===== src/rtl/irq_gpio_agg.sv =====
module irq_gpio_agg (
  input  logic        clk,
  input  logic        rst_n,
  input  logic        wr_en,
  input  logic [3:0]  addr,
  input  logic [7:0]  wdata,
  output logic [7:0]  rdata,
  input  logic [15:0] set_in,
  input  logic        pwr_btn,
  input  logic [2:0]  gpio_in,
  output logic [2:0]  gpio_out,
  output logic [2:0]  gpio_oe,
  output logic        irq
);
  localparam logic [3:0] A_MASK_LO = 4'h0;
  localparam logic [3:0] A_MASK_HI = 4'h1;
  localparam logic [3:0] A_STAT_LO = 4'h2;
  localparam logic [3:0] A_STAT_HI = 4'h3;
  localparam logic [3:0] A_ACK_LO  = 4'h4;
  localparam logic [3:0] A_ACK_HI  = 4'h5;
  localparam logic [3:0] A_DIR     = 4'h6;
  localparam logic [3:0] A_GIN     = 4'h7;
  localparam logic [3:0] A_GOUT    = 4'h8;
  localparam logic [7:0] DIR_KEEP  = 8'h67;
  localparam int         BTN_BIT   = 11;

  logic [15:0] mask_q, stat_q, ack_vec, set_vec;
  logic [7:0]  dir_q;
  logic [2:0]  out_q, in_q;
  logic        btn_s1, btn_s2, btn_prev, btn_edge;

  assign btn_edge = btn_s2 & ~btn_prev;
  assign set_vec  = set_in | (16'(btn_edge) << BTN_BIT);
  assign ack_vec  = !wr_en            ? 16'h0 :
                    addr == A_ACK_LO ? {8'h00, wdata} :
                    addr == A_ACK_HI ? {wdata, 8'h00} : 16'h0;

  always_ff @(posedge clk or negedge rst_n) begin
    if (!rst_n) begin
      btn_s1 <= 1'b0; btn_s2 <= 1'b0; btn_prev <= 1'b0;
      in_q   <= '0;
    end else begin
      btn_s1 <= pwr_btn; btn_s2 <= btn_s1; btn_prev <= btn_s2;
      in_q   <= gpio_in;
    end
  end

  always_ff @(posedge clk or negedge rst_n) begin
    if (!rst_n) begin
      mask_q <= 16'h0FFF;
      stat_q <= 16'h0000;
      dir_q  <= 8'h07;
      out_q  <= 3'b000;
    end else begin
      stat_q <= (stat_q & ~ack_vec) | set_vec;
      if (wr_en) begin
        case (addr)
          A_MASK_LO: mask_q[7:0]  <= wdata;
          A_MASK_HI: mask_q[15:8] <= wdata;
          A_DIR:     dir_q        <= wdata & DIR_KEEP;
          A_GOUT:    out_q        <= wdata[2:0];
          default: ;
        endcase
      end
    end
  end

  assign irq      = |(stat_q & ~mask_q);
  assign gpio_oe  = ~dir_q[2:0];
  assign gpio_out = out_q & ~dir_q[2:0];

  always_comb begin
    case (addr)
      A_MASK_LO: rdata = mask_q[7:0];
      A_MASK_HI: rdata = mask_q[15:8];
      A_STAT_LO: rdata = stat_q[7:0];
      A_STAT_HI: rdata = stat_q[15:8];
      A_DIR:     rdata = dir_q;
      A_GIN:     rdata = {5'b0, in_q} | (~dir_q & {5'b0, out_q});
      A_GOUT:    rdata = {5'b0, out_q};
      default:   rdata = 8'h00;
    endcase
  end


  set_wins_chk: assert property (@(posedge clk) disable iff (!rst_n)
    (set_vec != 16'h0) |=> ((stat_q & $past(set_vec)) == $past(set_vec)));


  sticky_status_chk: assert property (@(posedge clk) disable iff (!rst_n)
    !(wr_en && (addr == A_ACK_LO || addr == A_ACK_HI)) |=> (($past(stat_q) & ~stat_q) == 16'h0));


  ack_clears_chk: assert property (@(posedge clk) disable iff (!rst_n)
    (wr_en && addr == A_ACK_LO) |=> ((stat_q[7:0] & $past(wdata) & ~$past(set_vec[7:0])) == 8'h0));


  mask_hi_kept_chk: assert property (@(posedge clk) disable iff (!rst_n)
    (wr_en && addr == A_MASK_LO) |=> (mask_q[15:8] == $past(mask_q[15:8])));


  btn_single_pulse_chk: assert property (@(posedge clk) disable iff (!rst_n)
    btn_edge |=> !btn_edge);


  dir_reserved_chk: assert property (@(posedge clk) disable iff (!rst_n)
    ((dir_q & ~DIR_KEEP) == 8'h00));
endmodule


===== config.mk =====
export PLATFORM = sky130hd
export DESIGN_NAME = irq_gpio_agg
export DESIGN_NICKNAME = d
export VERILOG_FILES = /design/src/rtl/irq_gpio_agg.sv
export SDC_FILE = /design/constraint.sdc
export NUM_CORES = 1
export LEC_CHECK = 0
export ABC_AREA = 1
export BUFFER_PORTS_ARGS = -buffer_cell sky130_fd_sc_hd__buf_2
export CORE_UTILIZATION = 35
export DETAILED_ROUTE_END_ITERATION = 10
export PLACE_DENSITY_LB_ADDON = 0.2
export SLEW_MARGIN = 20
export SYNTH_ARGS = -nofsm -noshare
export SYNTH_HDL_FRONTEND = slang
export SYNTH_SLANG_ARGS = --single-unit

===== constraint.sdc =====
create_clock -name clk -period 1 [get_ports clk]
set_input_delay 0.2 -clock clk [delete_from_list [all_inputs] [get_ports clk]]
set_output_delay 0.2 -clock clk [all_outputs]
set_load 0.01 [all_outputs]

* Word level (Yosys, flattened, before mapping) *
Cells that the tools add are included.

storage, ports and cells
  register bits after elaboration = 46
  input port bits = 35
  logic and storage cells = 40

operators by class
  bitwise gates (word level) = 13
  equality and inequality tests = 8
  muxes and demuxes = 4
  reductions and logical operators = 6

operators with widths
  kind                                                                   number
  8-bit one-hot mux with 7 select lines                                  1
  16-bit 2-to-1 mux                                                      3
  16-bit AND                                                             2
  16-bit NOT                                                             2
  4-bit by 3-bit equality test with 1-bit output, second input constant  4
  16-bit by 12-bit bitwise OR with 16-bit output                         1
  16-bit bitwise OR                                                      1
  16-bit OR reduction                                                    1
  8-bit by 3-bit AND with 8-bit output                                   1
  4-bit by 2-bit equality test with 1-bit output, second input constant  2
  7-bit NOT with 8-bit output                                            1
  3-bit by 8-bit bitwise OR with 8-bit output                            1
  2-bit AND reduction                                                    4
  4-bit by 1-bit equality test with 1-bit output, second input constant  1
  4-bit equality test, second input constant                             1
  4-bit logical NOT                                                      1
  3-bit AND                                                              1
  3-bit NOT                                                              1
  1-bit AND                                                              1
  1-bit NOT                                                              1

* Logic depth before layout (Yosys ltp) *
Gate-level depths: netlist (run 1).

  word-level depth = 7
  mapped depth = 7
  depth with buffers taken out = 7

* Least setup slack after synthesis (run 1) *
Ideal clock, no wire load.

  kind = reg2out
  from = register dir_q[2]
  to = output port rdata[2]
  required time = 800 ps
  cell stages (with the launch flop) = 8
  slack = -147 ps
  arrival = 947 ps
  cell sequence = dfstp_2 > inv_1 > nand2_1 > nand2_1 > nand2_1 > nand2_1 > nor2_1 > nand2_1

on the way
  longest elaborated chain between the ends = 4

RTL lines
  element                                      RTL line  text
  start: declaration                           28        logic [7:0] dir_q;
  start signal: assignment                     60        A_DIR: dir_q <= wdata & DIR_KEEP;
  7-bit NOT with 8-bit output                  79        A_GIN: rdata = {5'b0, in_q} | (~dir_q & {5'b0, out_q});
  8-bit by 3-bit AND with 8-bit output         79
  3-bit by 8-bit bitwise OR with 8-bit output  79
  8-bit one-hot mux with 7 select lines (*)    73        case (addr)
  end: declaration                             7         output logic [7:0] rdata,

Mark *: on every way between the ends. The rest lies on a longest branch, timed or not.

* Final worst setup path (run 1) *
  from = register mask_q[9]
  to = output port irq

on the way
  longest elaborated chain between the ends = 3

RTL lines
  element                   RTL line  text
  start: declaration        27        logic [15:0] mask_q, stat_q, ack_vec, set_vec;
  start signal: assignment  59        A_MASK_HI: mask_q[15:8] <= wdata;
  16-bit NOT                68        assign irq = |(stat_q & ~mask_q);
  16-bit AND                68
  16-bit OR reduction       68
  end: declaration          13        output logic irq

Every way passes these cells.

==> flow_summary.yaml, run 1 <==
run_status:
  outcome: "finished, violations left"
  failing_checks: "negative setup slack"
logic_synthesis:
  synthArstFlopShare_pct: 100
  ys_dominant_reg_cell: "dfrtp_1"
  synth_largest_type_area_fraction_pct: 31.9
  post_synth_edffs: 0
  ys_ff_latch: 46
  synthTopCellsByArea: "dfrtp_1 (32%), nand2_1 (19%), dfstp_2 (16%), inv_1 (7.7%), nand3_1 (7.6%)"
  ys_types: 18
  mappedNetlistArea_um2: 2430
  syn_avg_cell_area_um2: 7.31
  synth_most_common_cell: "nand2_1"
  synthTopCellsByCount: "nand2_1 (120), inv_1 (50), nand3_1 (37), dfrtp_1 (31), o21ai_0 (30)"
  synth_largest_area_cell: "dfrtp_1"
  synth.net_count: 367
  synthesis.yosys.warnings: 0
  sequential_cell_area_fraction_in_the_yosys_report_pct: 48.2
  netlist_instances: 332
timing:
  hold_viol_final: 0
  hold_ws_ps: 71.6
  grt_setup_unrepaired: "yes"
  period_needed_ps: 1590
  final-max-slew-violation-count: 0
  clk_skew_ps: 0.551
  worst_slack_ps: -592
  worst_max_slew_margin_expressed_relative_to_the_limit_pct: 81.5
  setup_violations: 19
  final_min_period_over_clock_period_pct: 159
  fmax_mhz: 628
  slew_of_the_pin_with_the_lowest_slew_margin_ps: 276
clock_network:
  insertion_delay_ps: 300
  clock-root-buffer: "clkbuf_8"
  numClockSinks: 46
  cts_buffers: 5
  cts_tree: "built"
  htree_num_levels: 2
  clk_transition_reported_paths_ps: 90
  cts_buffer_depth: 2
power_and_ir_drop:
  share_seq_of_total_power_pct: 46.8
  share_clk_of_total_power_pct: 22.8
  combPwrFrac_pct: 30.4
  p_sw_share_pct: 30.6
  leakage_uw: 0.00179
  p_sw_uw: 1540
  power-per-cell-area_nw_per_um2: 1460
  peakVddDrop_mv: 0.938
  p_total_uw: 5020
  power_report.internal_total_uw: 3480
place:
  gp_congestion: 0.820
  post-dp-hpwl_um: 4860
  port_buffers: 49
  dp_cells: 491
  postPlaceCellArea_um2: 3070
  pre_cts_slack_ps: -294
routing:
  routedWlPerCell_um: 13.1
  length_of_the_first_detailed_routing_pass_in_iterations: 4
  wl_um: 6720
  drt_drc_violations_left: 0
  vias: 2448
  first_iter_violations: 114
  viasPerCell: 4.76
  route.antenna.remaining_nets: 0
setup_path:
  crit_top_cell: "nand2_1"
  worstPathBufferInverterCount: 2
  worst-path-max-fanout: 2
  endpoint_kind: "output pin"
  path_cells: "inv_2 > nand2_1 > nand4_1 > nor2_1 > nand2_1 > buf_2"
  critical_path_required_ps: 800
  startpoint_to_endpoint_class_of_the_critical_path: "reg -> out"
  critical-path-max-stage-delay_ps: 540
  critical_path_arrival_ps: 1390
  critical_path.startpoint_type: "flop"
  kind_of_cell_adding_the_most_delay_to_the_critical_path: "flip-flops"
  critical_path.slowest_cell: "dfstp_2"
global_route:
  grt_max_degree: 47
  grt_pass1_wl_um: 10900
  grt_overflow: 0
  first_global_vias: 2221
  antenna_found_initial: 0
  groute.usage.overall_pct: 19.6
cells_and_area:
  antenna_cells: 0
  finish.net_count: 471
  synthToLayoutAreaGrowth_pct: 41.6
  post_route_cells_drive_above_1_share_pct: 38.0
  final_cells: 514
  stdcell_area_um2: 3440
min_path:
  worstHoldPathType: "in -> reg"
floorplan:
  pin_count: 50
  initial_core_util_pct: 37.2
  row_count: 29
  die-area_um2: 7280
  coreArea_um2: 6530
  die_width_um: 85.3
  chipHeight_um: 85.3
flow_run:
  maxCapViolCount: 0
[final timing paths]
kind | from | end | slack (ps) | depth (start not counted)
min in group asynchronous | rst_n | in_q[0] | 400 | 3
max | mask_q[9] | irq | -590 | 6
min | set_in[8] | stat_q[8] | 70 | 3
max in group asynchronous | rst_n | mask_q[3] | 320 | 3
min reg2reg | btn_s1 | btn_s2 | 360 | 0
max reg2reg | dir_q[0] | dir_q[0] | -60 | 4
[cells by family after synthesis]
family,after synthesis,synth area share (%)
AND/OR/NAND/NOR,194,34.6
buffers and inverters,59,10.1
flip-flops,46,48.2
AO/OA/AOI/OAI,33,7.11
[area by class of cell]
class | count | area, um2
Timing Repair Buffer | 104 | 774
Inverter | 52 | 206
Tap cell | 77 | 96.3
Fill cell | 651 | 3090
Multi-Input combinational cell | 227 | 1110
Sequential cell | 46 | 1170
Clock inverter | 1 | 7.51
Clock buffer | 7 | 76.3
[tightest hold or removal path, stage by stage]
cell and delay, ps:
buf_2 70, inv_1 30, nand2_1 50
[flip-flops by register name, summed over array words and instances (netlist names)]
| name | cells |
|---|---|
| in_q | 3 |
| stat_q | 16 |
| mask_q | 16 |
| btn_s1 | 1 |
| btn_prev | 1 |
| dir_q | 5 |
| out_q | 3 |
| btn_s2 | 1 |
[timing repair]
item | in CTS | in global routing
setup buffers | 10 | 5
endpoints found under the setup margin | 15 | 33
hold buffers | 5 | 0
hold endpoints to repair | 35 | 0
gates resized for setup | 24 | 46
pin swaps | 12 | 10
[layout by cell type, fill, tap and decap left out, types with 2 or more instances in the layout]
cell type	n
nand2_1	113
buf_2	43
inv_1	38
nand3_1	37
buf_4	36
dfrtp_1	31
buf_6	17
nor2_1	16
dfstp_2	15
o21ai_0	12
o21ai_1	11
inv_2	10
o21ai_2	9
nor2_4	8
nand2_2	7
nor2_2	5
nand4_1	5
clkbuf_8	5
dlygate4sd3_1	5
inv_4	3
nand2_4	2
clkinvlp_4	2
clkbuf_1	2
buf_12	2
[power by group through the flow]
stage / Sequential (uW) / Clock (uW) / Combinational [uW]
finish: 2350 / 1140 / 1530
detailed placement: 2360 / 0 / 1200
global placement: 2350 / 0 / 1190
CTS: 2340 / 1200 / 1420
floorplan: 2330 / 0 / 574
global route: 2390 / 1260 / 1680
[metal layers]
metal	GRT usage, %	share of wire (%)	vias up
met1	26.5	44	1143
met3	3.70	6.1	4
li1	-	-	1239
met2	32.8	49	62
met4	4.55	0.68	0
met5	0	0	-
[metrics by stage]
step | util [%] | TNS (ps)
after global placement | 47.0 | -10600
final | 52.6 | -6300
after CTS | 50.7 | -6400
after global routing | 52.6 | -7660
after detailed placement | 47.0 | -11210
after floorplan | - | -308
Note: power is estimated with default switching activity, not from simulation.
==> run 2: changes to the inputs <==
--- a/config.mk
+++ b/config.mk
@@ -10,6 +10,7 @@
 export CORE_UTILIZATION = 35
 export DETAILED_ROUTE_END_ITERATION = 10
 export PLACE_DENSITY_LB_ADDON = 0.2
+export REMOVE_ABC_BUFFERS = 1
 export SLEW_MARGIN = 20
 export SYNTH_ARGS = -nofsm -noshare
 export SYNTH_HDL_FRONTEND = slang
==> run 2 against run 1 <==
  * The flow still finishes with violations (negative setup slack)
  * Worst setup slack improved by 17 ps
  * Cell area increased by 5.1%
  * Power increased by 5.4%
  * Register-to-register slack got worse by 20 ps
  * Clock skew about the same
  * Sequential share of layout area decreased by 1.6 points
  * Clock-buffer cell count increased by 1
  * Critical path type unchanged
  * Highest routed layer unchanged
==> flow_summary.yaml, run 2 (same netlist as run 1, synthesis figures left out) <==
run_status:
  outcome: "finished, violations left"
  failing_checks: "negative setup slack"
setup_path:
  critical_path.slowest_cell: "dfstp_2"
  critical_path.startpoint_type: "flop"
  startpoint_to_endpoint_class_of_the_critical_path: "reg -> out"
  worst-path-max-fanout: 2
  kind_of_cell_adding_the_most_delay_to_the_critical_path: "flip-flops"
  critical-path-max-stage-delay_ps: 550
  endpoint_kind: "output pin"
  critical_path_arrival_ps: 1370
  critical_path_required_ps: 800
  worstPathBufferInverterCount: 2
  path_cells: "inv_2 > nand2_2 > nand2_1 > nand2_1 > nand2_1 > nor2_1 > nand2_1 > buf_2"
  crit_top_cell: "nand2_1"
global_route:
  grt_pass1_wl_um: 11400
  grt_overflow: 0
  antenna_found_initial: 0
  first_global_vias: 2397
  grt_max_degree: 47
  groute.usage.overall_pct: 20.5
cells_and_area:
  fillers: 636
  top_flop_regs: "mask_q x16, stat_q x16, dir_q x5"
  synthToLayoutAreaGrowth_pct: 48.7
  most-common-layout-cells: "nand2_1 (111), buf_2 (42), buf_4 (41)"
  stdcell_area_um2: 3610
  finish.net_count: 483
  antenna_cells: 0
  regArea_um2: 1170
  final_cells: 526
  post-route-util_pct: 55.3
  mostFrequentLayoutCell: "nand2_1"
  multiInputGateArea_um2: 1120
  post_route_cells_drive_above_1_share_pct: 40.1
place:
  gp_congestion: 0.823
  dp_cells: 499
  pre_cts_slack_ps: -390
  port_buffers: 49
  post-dp-hpwl_um: 4730
  postPlaceCellArea_um2: 3120
routing:
  first_iter_violations: 179
  routedWlPerCell_um: 13.0
  wl_um: 6820
  vias: 2445
  length_of_the_first_detailed_routing_pass_in_iterations: 4
  viasPerCell: 4.65
  drt_drc_violations_left: 0
  route.antenna.remaining_nets: 0
min_path:
  worstHoldPathType: "in -> reg"
clock_network:
  numClockSinks: 46
  cts_buffer_depth: 2
  clk_transition_reported_paths_ps: 90
  htree_num_levels: 2
  cts_tree: "built"
  cts_buffers: 5
  insertion_delay_ps: 290
  clock-root-buffer: "clkbuf_8"
timing:
  final-max-slew-violation-count: 0
  grt_setup_unrepaired: "yes"
  setup_violations: 16
  worst_max_slew_margin_expressed_relative_to_the_limit_pct: 82.9
  worst_slack_ps: -575
  final_min_period_over_clock_period_pct: 157
  clk_skew_ps: 0.370
  hold_viol_final: 0
  slew_of_the_pin_with_the_lowest_slew_margin_ps: 255
  fmax_mhz: 635
  fin_setup_tns_ps: -6340
  period_needed_ps: 1570
power_and_ir_drop:
  leakage_uw: 0.00189
  peakVddDrop_mv: 0.686
  power-per-cell-area_nw_per_um2: 1470
floorplan:
  die-area_um2: 7280
  pin_count: 50
  initial_core_util_pct: 37.2
  die_width_um: 85.3
  chipHeight_um: 85.3
  coreArea_um2: 6530
  row_count: 29
flow_run:
  maxCapViolCount: 0
[run 2: cell types whose count changed in the layout (fill, tap and decap cells not counted), sizes merged]
cell,change
inv,+1
nor2,+1
clkinvlp,-2
clkbuf,+1
buf,+11
[run 2: metrics by stage]
stage	hold slack, ps	total power (uW)
final	75.5	5300
after global routing	75.3	5620
after CTS	66.3	5230
after detailed placement	205	3560
after global placement	201	3550
after floorplan	-95.6	2860
[run 2: final cells by class]
cell class | instances | share of cell area (%)
sequential | 46 | 32.4
multi-input combinational | 228 | 31.0
timing repair buffer | 115 | 25.3
inverter | 52 | 5.61
clock buffer | 8 | 3.05
tap | 77 | 2.67
[run 2: worst paths after layout]
kind                           start   endpoint  slack, ps  cells past startpoint
max in group asynchronous      rst_n  mask_q[7]        320                      3
min reg2reg                   btn_s1     btn_s2        360                      0
min in group asynchronous      rst_n    in_q[1]        400                      3
max reg2reg                 dir_q[2]   dir_q[2]        -80                      5
min                        set_in[7]  stat_q[7]         80                      3
max                         dir_q[2]   rdata[2]       -570                      8
[run 2: power breakdown]
part	total, uW	switching, uW	internal [uW]
clock network	1320	625	699
logic	1630	764	868
registers	2340	147	2190
total	5300	1540	3760
[run 2: worst min-delay path, delay by kind of cell]
kind	cells	cell delay, ps
AND/OR/NAND/NOR	1	50
buffers and inverters	2	100
[run 2: timing repair]
item,CTS,global route
gates resized for setup,37,45
endpoints found under the setup margin,23,43
cloned,1,0
hold buffers,5,0
hold endpoints to repair,35,0
setup buffers,12,7
pin swaps,17,20
[run 2: layer usage]
metal | vias up | share of wire, % | global-route usage (%)
li1 | 1263 | - | -
met1 | 1115 | 46 | 27.9
met2 | 58 | 47 | 33.4
met3 | 9 | 4.7 | 3.70
met4 | 0 | 1.3 | 6.06
met5 | - | 0 | 0
==> run 3: changes to the inputs <==
--- a/config.mk
+++ b/config.mk
@@ -6,9 +6,9 @@
 export NUM_CORES = 1
 export LEC_CHECK = 0
 export ABC_AREA = 1
-export BUFFER_PORTS_ARGS = -buffer_cell sky130_fd_sc_hd__buf_2
 export CORE_UTILIZATION = 35
 export DETAILED_ROUTE_END_ITERATION = 10
+export DONT_BUFFER_PORTS = 1
 export PLACE_DENSITY_LB_ADDON = 0.2
 export REMOVE_ABC_BUFFERS = 1
 export SLEW_MARGIN = 20
==> run 3 against run 2 <==
  * The flow finishes with violations (negative hold slack, negative setup slack)
  * Core utilization shrank 5.7 points
  * First-iteration DRC count fell by 30%
  * Critical path type unchanged
  * Non-clock buffer count fell by 49
  * Sequential share of layout area grew 3.8 points
  * Via count fell by 6.2%
  * Global-route usage down 1.4 points
  * Sequential cell count unchanged
  * Cell count down 9.5%
==> flow_summary.yaml, run 3 (same netlist as run 1, synthesis figures left out) <==
run_status:
  outcome: "finished, violations left"
  failing_checks: "negative hold slack, negative setup slack"
timing:
  worst_slack_ps: -478
  clk_skew_ps: 0.183
  slew_of_the_pin_with_the_lowest_slew_margin_ps: 366
  period_needed_ps: 1480
  grt_setup_unrepaired: "yes"
  final_min_period_over_clock_period_pct: 148
  hold_viol_final: 46
  final-max-slew-violation-count: 0
  setup_violations: 15
  worst_max_slew_margin_expressed_relative_to_the_limit_pct: 75.5
  fmax_mhz: 677
  hold_ws_ps: -413
min_path:
  worstHoldPathType: "in -> async"
place:
  gp_congestion: 0.799
  port_buffers: 0
  post-dp-hpwl_um: 4600
  pre_cts_slack_ps: -172
  postPlaceCellArea_um2: 2770
cells_and_area:
  stdcell_area_um2: 3240
  multiInputGateArea_um2: 1060
  antenna_cells: 0
  regArea_um2: 1170
  finish.net_count: 433
  fillers: 660
  most-common-layout-cells: "nand2_1 (112), inv_1 (40), nand3_1 (35)"
  mostFrequentLayoutCell: "nand2_1"
  post_route_cells_drive_above_1_share_pct: 26.8
  synthToLayoutAreaGrowth_pct: 33.3
  top_flop_regs: "mask_q x16, stat_q x16, dir_q x5"
setup_path:
  critical_path_arrival_ps: 1280
  endpoint_kind: "output pin"
  critical_path.startpoint_type: "flop"
  startpoint_to_endpoint_class_of_the_critical_path: "reg -> out"
  critical_path_required_ps: 800
  worst-path-max-fanout: 2
clock_network:
  cts_buffer_depth: 2
  htree_num_levels: 2
  cts_buffers: 5
  clock-root-buffer: "clkbuf_8"
  clk_transition_reported_paths_ps: 100
  numClockSinks: 46
  insertion_delay_ps: 290
  cts_tree: "built"
flow_run:
  maxCapViolCount: 0
floorplan:
  row_count: 29
  chipHeight_um: 85.3
  coreArea_um2: 6530
  initial_core_util_pct: 37.2
  die_width_um: 85.3
  pin_count: 50
  die-area_um2: 7280
global_route:
  grt_overflow: 0
  groute.usage.overall_pct: 19.1
  first_global_vias: 2194
  grt_max_degree: 47
  antenna_found_initial: 0
  grt_pass1_wl_um: 10800
power_and_ir_drop:
  p_total_uw: 4930
  leakage_uw: 0.00161
  peakVddDrop_mv: 1.03
  power-per-cell-area_nw_per_um2: 1520
routing:
  vias: 2293
  length_of_the_first_detailed_routing_pass_in_iterations: 4
  viasPerCell: 4.82
  drt_drc_violations_left: 0
  route.antenna.remaining_nets: 0
  wl_um: 6620
  first_iter_violations: 125
  routedWlPerCell_um: 13.9
## run 3: repair_timing
action / CTS / global route
gates resized for setup: 27 / 15
setup endpoints to repair: 15 / 17
hold endpoints to repair: 62 / 51
hold buffers: 17 / 4
buffers inserted: 6 / 5
pin swaps: 19 / 14
## run 3: per-layer routing
metal	part of all wire [%]	vias up	wire [um]	global-route usage (%)
li1	-	1156	-	-
met1	45	1062	2980	25.4
met2	48	68	3170	32.0
met3	6.2	7	413	4.47
met4	0.80	0	53	3.94
met5	0	-	0	0
## run 3: worst paths after layout
kind | from | endpoint | slack (ps) | cells past startpoint
max | dir_q[2] | rdata[2] | -480 | 7
min reg2reg | btn_s1 | btn_s2 | 360 | 0
min in group clk | set_in[10] | stat_q[10] | 10 | 2
max in group asynchronous | rst_n | mask_q[3] | 1210 | 0
max reg2reg | dir_q[0] | dir_q[0] | 40 | 3
min | rst_n | dir_q[5] | -410 | 0
## run 3: worst max-delay path: stages, from the launching register on
cell,delay [ps]
dfstp_2,540
inv_2,40
nand2_2,60
nand2_1,50
nand2_1,50
nand2_1,50
nor2_1,80
nand2_1,110
## run 3: where the power goes
part           internal [uW]  leakage, uW  total, uW  switching, uW
registers               2190     0.000478       2340            145
clock network            736    0.0000579       1370            635
logic                    612      0.00107       1220            606
total                   3540      0.00161       4930           1390
## run 3: per-stage QoR
stage / utilization (%) / setup TNS, ps / cells
6_report: 49.6 / -5060 / 476
5_1_grt: 49.6 / -5940 / 476
4_1_cts: 48.2 / -5300 / 470
3_5_place_dp: 42.3 / -3330 / 439
3_3_place_gp: 42.3 / -3470 / 439
2_1_floorplan: - / -8120 / 325
## run 3: final cells by class
class / count / area share (%)
multi-input combinational: 227 / 32.7
clock buffer: 5 / 2.13
clock inverter: 3 / 1.24
timing repair buffer: 66 / 18.6
sequential: 46 / 36.1
inverter: 52 / 6.26
tap: 77 / 2.98
